**src/rtl/gpio_bank_pkg.sv**
```systemverilog
package gpio_bank_pkg;

  localparam int CTL_W = 32;

  // bit positions in a pin's control word
  localparam int B_LO   = 0;
  localparam int B_HI   = 1;
  localparam int B_EDG  = 2;
  localparam int B_EN   = 3;
  localparam int B_STS  = 4;
  localparam int B_OE   = 5;
  localparam int B_DOUT = 6;
  localparam int B_DIN  = 7;
  localparam int B_PEN  = 8;
  localparam int B_PUP  = 9;

  typedef struct packed {
    logic pup;
    logic pen;
    logic dout;
    logic oe;
    logic en;
    logic edg;
    logic hi;
    logic lo;
  } pin_cfg_t;

  localparam int CFG_W = $bits(pin_cfg_t);

  function automatic pin_cfg_t cfg_from_word(input logic [CTL_W-1:0] w);
    pin_cfg_t c;
    c.lo   = w[B_LO];
    c.hi   = w[B_HI];
    c.edg  = w[B_EDG];
    c.en   = w[B_EN];
    c.oe   = w[B_OE];
    c.dout = w[B_DOUT];
    c.pen  = w[B_PEN];
    c.pup  = w[B_PUP];
    return c;
  endfunction

  function automatic logic [CTL_W-1:0] word_from_cfg(input pin_cfg_t c,
                                                     input logic st,
                                                     input logic din);
    logic [CTL_W-1:0] w;
    w         = '0;
    w[B_LO]   = c.lo;
    w[B_HI]   = c.hi;
    w[B_EDG]  = c.edg;
    w[B_EN]   = c.en;
    w[B_STS]  = st;
    w[B_OE]   = c.oe;
    w[B_DOUT] = c.dout;
    w[B_DIN]  = din;
    w[B_PEN]  = c.pen;
    w[B_PUP]  = c.pup;
    return w;
  endfunction

endpackage

```
**src/rtl/gpio_in_sync.sv**
```systemverilog
module gpio_in_sync #(
  parameter int W = 32
) (
  input  logic         clk,
  input  logic         rst_n,
  input  logic [W-1:0] raw,
  output logic [W-1:0] smp,
  output logic [W-1:0] smp_prev
);
  logic [W-1:0] meta_q;
  logic [W-1:0] smp_q;
  logic [W-1:0] prev_q;

  always_ff @(posedge clk) begin
    if (!rst_n) begin
      meta_q <= '0;
      smp_q  <= '0;
      prev_q <= '0;
    end else begin
      meta_q <= raw;
      smp_q  <= meta_q;
      prev_q <= smp_q;
    end
  end

  assign smp      = smp_q;
  assign smp_prev = prev_q;
endmodule

```
**src/rtl/gpio_pin_unit.sv**
```systemverilog
module gpio_pin_unit
  import gpio_bank_pkg::*;
(
  input  logic             clk,
  input  logic             rst_n,
  input  logic             wr_stb,
  input  logic [CTL_W-1:0] wr_word,
  input  logic             smp,
  input  logic             smp_prev,
  output pin_cfg_t         cfg,
  output logic             stat
);
  pin_cfg_t cfg_q;
  logic     st_q;
  logic     st_d;
  logic     rise;
  logic     fall;
  logic     hit;
  logic     clr;

  always_comb begin
    rise = smp & ~smp_prev;
    fall = ~smp & smp_prev;
    if (cfg_q.edg)
      hit = (cfg_q.hi & rise) | (cfg_q.lo & fall);
    else
      hit = (cfg_q.hi & smp) | (cfg_q.lo & ~smp);
    if (cfg_q.oe)
      hit = 1'b0;
  end

  assign clr = wr_stb & wr_word[B_STS];

  // edge: a coincident edge beats the clear; level: the clear wins for one cycle
  always_comb begin
    if (cfg_q.edg)
      st_d = (st_q & ~clr) | hit;
    else
      st_d = (st_q | hit) & ~clr;
  end

  always_ff @(posedge clk) begin
    if (!rst_n) begin
      cfg_q <= '0;
      st_q  <= 1'b0;
    end else begin
      st_q <= st_d;
      if (wr_stb)
        cfg_q <= cfg_from_word(wr_word);
    end
  end

  assign cfg  = cfg_q;
  assign stat = st_q;
endmodule

```
**src/rtl/gpio_regbus.sv**
```systemverilog
module gpio_regbus
  import gpio_bank_pkg::*;
#(
  parameter int NPINS    = 32,
  parameter int ADDR_W   = 8,
  parameter int STAT_OFS = 'h8C
) (
  input  logic                   clk,
  input  logic                   rst_n,
  input  logic                   bus_sel,
  input  logic                   bus_wr,
  input  logic [ADDR_W-1:0]      bus_addr,
  input  logic [CTL_W-1:0]       bus_wdata,
  output logic [CTL_W-1:0]       bus_rdata,
  output logic [NPINS-1:0]       wr_stb,
  input  logic [NPINS*CFG_W-1:0] cfg_flat,
  input  logic [NPINS-1:0]       stat,
  input  logic [NPINS-1:0]       smp
);
  localparam int IDX_W = $clog2(NPINS);
  localparam int WIN   = 4 * NPINS;

  logic             pin_hit;
  logic             stat_hit;
  logic [IDX_W-1:0] idx;
  logic [CTL_W-1:0] rd_next;
  logic [CTL_W-1:0] rdata_q;

  assign idx      = bus_addr[IDX_W+1:2];
  assign pin_hit  = (bus_addr[1:0] == 2'b00) && (32'(bus_addr) < 32'(WIN));
  assign stat_hit = (32'(bus_addr) == 32'(STAT_OFS));

  for (genvar k = 0; k < NPINS; k++) begin : g_stb
    assign wr_stb[k] = bus_sel & bus_wr & pin_hit & (idx == IDX_W'(k));
  end

  always_comb begin
    rd_next = '0;
    if (pin_hit)
      rd_next = word_from_cfg(pin_cfg_t'(cfg_flat[idx*CFG_W +: CFG_W]),
                              stat[idx], smp[idx]);
    else if (stat_hit)
      rd_next = CTL_W'(stat);
  end

  always_ff @(posedge clk) begin
    if (!rst_n)
      rdata_q <= '0;
    else if (bus_sel && !bus_wr)
      rdata_q <= rd_next;
  end

  assign bus_rdata = rdata_q;
endmodule

```
**src/rtl/gpio_irq_bank.sv**
```systemverilog
module gpio_irq_bank
  import gpio_bank_pkg::*;
#(
  parameter int NPINS    = 32,
  parameter int ADDR_W   = 8,
  parameter int STAT_OFS = 'h8C
) (
  input  logic              clk,
  input  logic              rst_n,
  input  logic              bus_sel,
  input  logic              bus_wr,
  input  logic [ADDR_W-1:0] bus_addr,
  input  logic [CTL_W-1:0]  bus_wdata,
  output logic [CTL_W-1:0]  bus_rdata,
  input  logic [NPINS-1:0]  pin_in,
  output logic [NPINS-1:0]  pin_out,
  output logic [NPINS-1:0]  pin_oe,
  output logic [NPINS-1:0]  pull_en,
  output logic [NPINS-1:0]  pull_up,
  output logic              irq
);
  logic [NPINS-1:0]       smp;
  logic [NPINS-1:0]       smp_prev;
  logic [NPINS-1:0]       wr_stb;
  logic [NPINS-1:0]       stat_vec;
  logic [NPINS-1:0]       en_vec;
  logic [NPINS-1:0]       edg_vec;
  logic [NPINS*CFG_W-1:0] cfg_flat;

  gpio_in_sync #(.W(NPINS)) u_sync (
    .clk      (clk),
    .rst_n    (rst_n),
    .raw      (pin_in),
    .smp      (smp),
    .smp_prev (smp_prev)
  );

  for (genvar k = 0; k < NPINS; k++) begin : g_pin
    pin_cfg_t c;
    gpio_pin_unit u_pin (
      .clk      (clk),
      .rst_n    (rst_n),
      .wr_stb   (wr_stb[k]),
      .wr_word  (bus_wdata),
      .smp      (smp[k]),
      .smp_prev (smp_prev[k]),
      .cfg      (c),
      .stat     (stat_vec[k])
    );
    assign cfg_flat[k*CFG_W +: CFG_W] = c;
    assign pin_oe[k]  = c.oe;
    assign pin_out[k] = c.dout;
    assign pull_en[k] = c.pen;
    assign pull_up[k] = c.pup;
    assign en_vec[k]  = c.en;
    assign edg_vec[k] = c.edg;
  end

  gpio_regbus #(.NPINS(NPINS), .ADDR_W(ADDR_W), .STAT_OFS(STAT_OFS)) u_bus (
    .clk       (clk),
    .rst_n     (rst_n),
    .bus_sel   (bus_sel),
    .bus_wr    (bus_wr),
    .bus_addr  (bus_addr),
    .bus_wdata (bus_wdata),
    .bus_rdata (bus_rdata),
    .wr_stb    (wr_stb),
    .cfg_flat  (cfg_flat),
    .stat      (stat_vec),
    .smp       (smp)
  );

  assign irq = |(stat_vec & en_vec);
endmodule

```
**config.mk**
```make
export PLATFORM = sky130hd
export DESIGN_NAME = gpio_irq_bank
export DESIGN_NICKNAME = d
export VERILOG_FILES = /design/src/rtl/gpio_bank_pkg.sv /design/src/rtl/gpio_in_sync.sv /design/src/rtl/gpio_pin_unit.sv /design/src/rtl/gpio_regbus.sv /design/src/rtl/gpio_irq_bank.sv
export SDC_FILE = /design/constraint.sdc
export NUM_CORES = 1
export LEC_CHECK = 0
export BUFFER_PORTS_ARGS = -buffer_cell sky130_fd_sc_hd__buf_2
export CAP_MARGIN = 20
export CORE_UTILIZATION = 25
export DETAILED_ROUTE_END_ITERATION = 10
export PLACE_DENSITY = 0.42
export SLEW_MARGIN = 20
export SYNTH_ARGS = -nofsm -noshare
export SYNTH_HDL_FRONTEND = slang
export SYNTH_SLANG_ARGS = --single-unit
```
**constraint.sdc**
```tcl
create_clock -name clk -period 3.4 [get_ports clk]
set_clock_uncertainty 0.2 [all_clocks]
set_input_delay 1.02 -clock clk [delete_from_list [all_inputs] [get_ports clk]]
set_output_delay 1.02 -clock clk [all_outputs]
set_load 0.005 [all_outputs]
```
==> results.json, run 1 <==
{
  "status": "finished with violations",
  "violated_checks": "DRC",
  "nets": 2249,
  "synth.cell_area_mm2": 0.0205,
  "timing.fmax_ghz": 0.297,
  "yosysTopAreaCell": "dfxtp_1",
  "cts_num_sinks": 416,
  "clk_transition_reported_paths_ns": 0.06,
  "post_synth_num_cell_types": 45,
  "routed-via-count": 17000,
  "numCtsBuffers": 51,
  "min_delay_path_depth": 1,
  "cts_hold_buffers": 0,
  "final-setup-viol-count": 0,
  "hold_class": "flop to flop",
  "syn-num-nets": 2224,
  "fin_worst_hold_slack_ns": 0.228,
  "hpwlAfterDp_mm": 54.2,
  "final_cell_count_no_fill": 3272,
  "synth_cells": 2148,
  "placeable_core_region_mm2": 0.0808,
  "seq_area_frac_synth": 0.406,
  "critical_path_class": "flop to output pin",
  "initial_antenna_violation_count": 5,
  "via_count_of_the_first_global_routing_pass": 16800,
  "synth_enable_flop_cells": 0,
  "area_growth_syn_to_layout_pct": 15.7,
  "layout_commonest_cell": "dfxtp_1",
  "post-route-util": 0.294,
  "max_cap_violations": 0,
  "depth_of_the_worst_register_to_register_path": 5,
  "globalRoute.busiestLayer": "met2",
  "start_util": 0.254,
  "worstSetupEndpointType": "output pin",
  "pwr_density_cell_mw_per_mm2": 484,
  "maximum_ir_drop_on_the_vdd_rail_v": 0.000403,
  "postCtsSetupRepairBufs": 0,
  "wirelength_mm": 80.0,
  "synth_area_per_cell_um2": 9.55,
  "area_share_of_the_largest_cell_type_after_synthesis": 0.406,
  "critPathMaxFanout": 4,
  "design.die.area_mm2": 0.0832,
  "root_buffer": "clkbuf_16",
  "finalSetupTns_ns": 0,
  "cp_data_required_time_ns": 2.18,
  "final_min_period_over_clock_period": 0.991,
  "tritoncts_clock_tree": "done",
  "pin_count_of_the_biggest_net_entering_global_routing": 100,
  "drt.antenna.violating_nets": 0,
  "fp.dieW_um": 288,
  "diodes_inserted": 0,
  "ys_seq_elements": 416,
  "synth.area.top_cells": "dfxtp_1 41%, a21boi_1 6.6%, mux4_2 6.6%",
  "synth-warning-count": 0,
  "die_height_um": 288,
  "drc": 12,
  "setup_ws_ns": 0.0300,
  "vias_per_cell": 5.19,
  "placementRows": 104,
  "worst_skew_pair.late_latency_ns": 0.60,
  "layout.cells.most_common_list": "416 x dfxtp_1, 247 x o21ai_0, 241 x nand3_1",
  "use_met1": 0.254,
  "final_layout_size_suffix_gt1_frac": 0.226,
  "worst-endpoint-arrival_ns": 2.15,
  "portBuffers": 213,
  "power.static_leakage_nw": 8.36,
  "design.portCount": 237,
  "gr-total-overflow": 0,
  "drt_first_pass_iters": 8,
  "synthFlopType": "dfxtp_1",
  "gp_congestion": 0.878,
  "asr_flop_ratio_synth": 0,
  "avgRoutedWirePerCell_um": 24.4,
  "crit_path_start_kind": "flop",
  "drtIter0Drc": 1232,
  "cts_htree_levels": 2,
  "groute.layer.met3.usage": 0.0338,
  "post-place-ws_ns": -0.0203,
  "filler_cell_count": 8444,
  "grt_setup_unrepaired": "no",
  "slew_headroom": 0.312,
  "global_route_wire_length_before_repair_mm": 119,
  "place_inst": 3180,
  "regToRegSetupSlack_ns": 1.22,
  "timing.final.crit_period_ns": 3.37,
  "gr-usage-met2": 0.307,
  "hold_viol_final": 0,
  "clock_path_buffers": 3,
  "track_usage": 0.190,
  "slew_viol_final": 0,
  "worst_slew_pin_slew_ns": 1.03
}
-- flip-flops by register name (all words and copies together) (netlist names) --
name	cells
u_bus.bus_rdata	32
u_sync.smp_prev	32
g_pin.u_pin.cfg	256
u_sync.meta_q	32
u_sync.smp	32
g_pin.u_pin.stat	32
-- routing by layer --
layer / wire (µm) / up-vias
li1: - / 7766
met1: 35300 / 8529
met2: 37300 / 538
met3: 4680 / 129
met4: 2660 / 6
met5: 37 / -
-- report_power, final --
group	internal, mW	switching (mW)	total, mW
Clock	3.57	2.23	5.80
Combinational	0.251	0.471	0.723
Sequential	4.92	0.0413	4.97
Total	8.75	2.74	11.5
-- metrics by stage --
stage | instance area, µm² | total power, mW
floorplan | 20500 | 5.49
global placement | 22000 | 5.80
detailed placement | 22000 | 5.80
CTS | 23700 | 11.6
global route | 23700 | 11.9
finish | 23700 | 11.5
-- final cells by class --
| class | count | area [µm²] | area share |
|---|---|---|---|
| Clock buffer | 77 | 1550 | 0.0651 |
| Clock inverter | 15 | 228 | 0.00959 |
| Inverter | 3 | 11.3 | 0.000474 |
| Multi-Input combinational cell | 1386 | 10200 | 0.429 |
| Sequential cell | 416 | 8330 | 0.351 |
| Tap cell | 1060 | 1330 | 0.0559 |
| Timing Repair Buffer | 315 | 2110 | 0.0890 |
-- synthesized netlist by cell type (7+ instances only) --
library cell and n:
nand2_1 74, nand3b_1 7, mux2i_1 88, mux2_2 20, and2_1 98, nor2b_1 43, nand2b_1 11, a22oi_1 38
o2111ai_1 11, a211oi_1 26, o32ai_1 30, o22a_1 10, o211ai_1 9, buf_6 18, nand3_1 241, nor4_4 8
dfxtp_1 416, buf_1 12, nand4_1 17, clkbuf_1 112, buf_4 134, a32o_1 7, o21ai_0 247, xnor2_1 32
a21boi_1 181, buf_2 66, a221oi_1 15, a21boi_0 94, mux4_2 60
-- final timing paths --
| path | to | from |
|---|---|---|
| hold / removal | u_sync.smp[17] | u_sync.meta_q[17] |
| setup / recovery | irq | g_pin[30].u_pin.stat |
| hold reg to reg | u_sync.smp[17] | u_sync.meta_q[17] |
| setup reg to reg | u_bus.bus_rdata[4] | g_pin[23].u_pin.stat |
-- critical path: stages (launching register included) --
cell,delay (ns)
dfxtp_1,0.44
a22oi_1,0.24
nand4_1,0.12
or4_4,0.58
buf_2,0.16
-- timing repair --
item                                    CTS  global route
hold endpoints to repair                  0             0
resized for setup                         2             1
endpoints found under the setup margin    1             1
cloned                                    0             0
-- logic make-up after synthesis --
kind of cell	count (synthesis)	synth area share
flops	416	0.406
xor+xnor	32	0.0137
compound gates	674	0.221
simple gates	512	0.141
mux	168	0.120
buf+inv	346	0.0985
(Power assumes the default switching activity.)
==> inputs of run 2 (changes only) <==
--- a/config.mk
+++ b/config.mk
@@ -5,11 +5,14 @@
 export SDC_FILE = /design/constraint.sdc
 export NUM_CORES = 1
 export LEC_CHECK = 0
+export ABC_AREA = 1
+export ABC_CLOCK_PERIOD_IN_PS = 3400
 export BUFFER_PORTS_ARGS = -buffer_cell sky130_fd_sc_hd__buf_2
 export CAP_MARGIN = 20
 export CORE_UTILIZATION = 25
 export DETAILED_ROUTE_END_ITERATION = 10
 export PLACE_DENSITY = 0.42
+export SKIP_LAST_GASP = 1
 export SLEW_MARGIN = 20
 export SYNTH_ARGS = -nofsm -noshare
 export SYNTH_HDL_FRONTEND = slang
==> run 2 against run 1 <==
Sequential share of layout area increased by 1.1 points. Largest power group unchanged. Total power decreased by 2.0%. Worst hold slack got worse by 0.019 ns. Highest routed layer unchanged. The run now ends clean. Combinational power decreased by 17%.
==> results.json, run 2 <==
{
  "status": "complete, no violations",
  "synth-warning-count": 0,
  "design_power_total_mw": 11.3,
  "synth_simple_gate_area_frac": 0.293,
  "initial_antenna_violation_count": 8,
  "slew_viol_final": 0,
  "die_height_um": 283,
  "cts_num_sinks": 416,
  "numCtsBuffers": 51,
  "worstSetupEndpointType": "output pin",
  "wirelength_mm": 77.7,
  "track_usage": 0.193,
  "worst_skew_pair.late_latency_ns": 0.61,
  "p_comb_frac": 0.054,
  "gp_congestion": 0.842,
  "power.net_switching_mw": 2.74,
  "synthMuxAreaShare": 0,
  "start_util": 0.254,
  "clock_path_buffers": 3,
  "placeable_core_region_mm2": 0.0776,
  "power.static_leakage_nw": 10.9,
  "layout.cells.most_common_list": "833 x nand2_1, 503 x nor2_1, 416 x dfxtp_1",
  "drt_first_pass_iters": 7,
  "final_layout_size_suffix_gt1_frac": 0.154,
  "switch_share": 0.244,
  "timing.final.crit_period_ns": 3.33,
  "p_seq_frac": 0.443,
  "synth_enable_flop_cells": 0,
  "area_growth_syn_to_layout_pct": 17.0,
  "timing.critical_path.slowest_cell_delay_ns": 0.42,
  "avgRoutedWirePerCell_um": 18.9,
  "portBuffers": 213,
  "gr-total-overflow": 0,
  "maximum_ir_drop_on_the_vdd_rail_v": 0.000311,
  "yosysTopAreaCell": "dfxtp_1",
  "fin_worst_hold_slack_ns": 0.209,
  "final-setup-viol-count": 0,
  "grt_setup_unrepaired": "no",
  "finalSetupTns_ns": 0,
  "min_delay_path_depth": 2,
  "pin_count_of_the_biggest_net_entering_global_routing": 82,
  "seq_area_frac_synth": 0.423,
  "place_inst": 4028,
  "pwr_density_cell_mw_per_mm2": 489,
  "postCtsResizedCells": 4,
  "timing.fmax_ghz": 0.301,
  "hold_path_startpoint": "u_sync.meta_q[14]",
  "slew_headroom": 0.400,
  "layout_commonest_cell": "nand2_1",
  "worstReg2RegEnd": "u_bus.bus_rdata[5]",
  "via_count_of_the_first_global_routing_pass": 17500,
  "r2r_start": "g_pin[26].u_pin.cfg[4]",
  "hpwlAfterDp_mm": 55.8,
  "cts_hold_buffers": 0,
  "synth_cells": 2969,
  "hold_viol_final": 0,
  "clk_transition_reported_paths_ns": 0.06,
  "post_synth_num_cell_types": 31,
  "power.share.clock": 0.504,
  "synth.area.top_cells": "dfxtp_1 42%, nand2_1 16%, nor2_1 9.6%",
  "internal-power_mw": 8.51,
  "drtIter0Drc": 1414,
  "largest_register_ffs": 256,
  "synth.cells.most_frequent": "834 x nand2_1, 505 x nor2_1, 416 x dfxtp_1",
  "global_route_wire_length_before_repair_mm": 116,
  "nets": 3117,
  "vias_per_cell": 4.44,
  "diodes_inserted": 0,
  "ys_seq_elements": 416,
  "postCtsSetupRepairBufs": 0,
  "critical_path_class": "flop to output pin",
  "worst_slew_pin_slew_ns": 0.899,
  "synthFlopType": "dfxtp_1",
  "hold_end": "u_sync.smp[14]",
  "root_buffer": "clkbuf_16",
  "max_cap_violations": 0,
  "worst-endpoint-arrival_ns": 2.11,
  "design.portCount": 237,
  "syn-num-nets": 3045,
  "final_min_period_over_clock_period": 0.978,
  "asr_flop_ratio_synth": 0,
  "fp.dieW_um": 283,
  "drc": 0,
  "hold_class": "flop to flop",
  "final_cell_count_no_fill": 4119,
  "cts_htree_levels": 2,
  "regToRegSetupSlack_ns": 1.73,
  "depth_of_the_worst_register_to_register_path": 8,
  "synth_top_family_by_area": "simple AND/OR/NAND/NOR gates",
  "placementRows": 102,
  "tritoncts_clock_tree": "done",
  "crit_path_start_kind": "flop",
  "synth_area_per_cell_um2": 6.63,
  "design.die.area_mm2": 0.0798,
  "synth.cell_area_mm2": 0.0197,
  "synth_xor_area_frac": 0,
  "crit_path_cell_trace": "a22o_1 -> a221oi_2 -> nand2_1 -> nor2_1 -> nand2_2 -> buf_2",
  "area_share_of_the_largest_cell_type_after_synthesis": 0.423,
  "synth_compound_area_frac": 0.149,
  "synth-adder-area-share": 0,
  "cp_data_required_time_ns": 2.18,
  "drt.antenna.violating_nets": 0,
  "most_numerous_cell_in_the_yosys_netlist": "nand2_1",
  "critPathMaxFanout": 4,
  "cp_slowest_cell": "dfxtp_1",
  "routed-via-count": 18300
}
run 2: layer usage:
| metal | vias to the layer above | global-route usage | part of all wire |
|---|---|---|---|
| li1 | 9342 | - | - |
| met1 | 8459 | 0.265 | 0.47 |
| met2 | 399 | 0.309 | 0.45 |
| met3 | 97 | 0.0352 | 0.054 |
| met4 | 10 | 0.0535 | 0.024 |
| met5 | - | 0 | 0.00089 |
run 2: cells by family (layout without fill, tap and decap cells):
family / after synthesis / after routing
and+or+nand+nor: 1446 / 1446
AOI/OAI and AO/OA: 560 / 560
buffers and inverters: 547 / 657
DFF: 416 / 416
run 2: power by group through the flow:
stage	combinational [mW]	clock [mW]	sequential [mW]
2_1_floorplan	0.321	0	5.07
3_3_place_gp	0.609	0	5.09
3_5_place_dp	0.607	0	5.09
4_1_cts	0.609	5.82	4.98
5_1_grt	0.657	6.00	4.99
6_report	0.603	5.67	4.98
run 2: worst max-delay path: cells and delay by family, from the launching register on:
kind	cells	cell delay [ns]
AO/OA/AOI/OAI	2	0.56
flip-flops	1	0.42
AND/OR/NAND/NOR	3	0.36
buffers and inverters	1	0.16
run 2: how the worst max path moves through the flow:
stage,endpoint,from,slack [ns]
finish,irq,g_pin[23].u_pin.stat,0.07
CTS,irq,g_pin[3].u_pin.stat,0.002
global route,irq,g_pin[23].u_pin.stat,0.03
global placement,u_bus.bus_rdata[7],bus_addr[3],0.31
detailed placement,g_pin[16].u_pin.cfg[3],bus_addr[2],0.33
floorplan,g_pin[22].u_pin.cfg[0],bus_addr[1],0.93
run 2: area by class of cell:
type / count / area [µm²]
Multi-Input combinational cell: 2006 / 8750
Fill cell: 8734 / 54600
Timing Repair Buffer: 293 / 1870
Tap cell: 1040 / 1300
Sequential cell: 416 / 8330
Clock buffer: 80 / 1560
Inverter: 273 / 1030
Clock inverter: 11 / 176
run 2: metrics by stage:
stage | util | setup slack [ns] | cell area (µm²)
after floorplan | - | 0.934 | 19700
after global placement | 0.274 | 0.309 | 21200
after detailed placement | 0.274 | 0.332 | 21200
after CTS | 0.296 | 0.00238 | 23000
after global routing | 0.296 | 0.0289 | 23000
final | 0.296 | 0.0742 | 23000
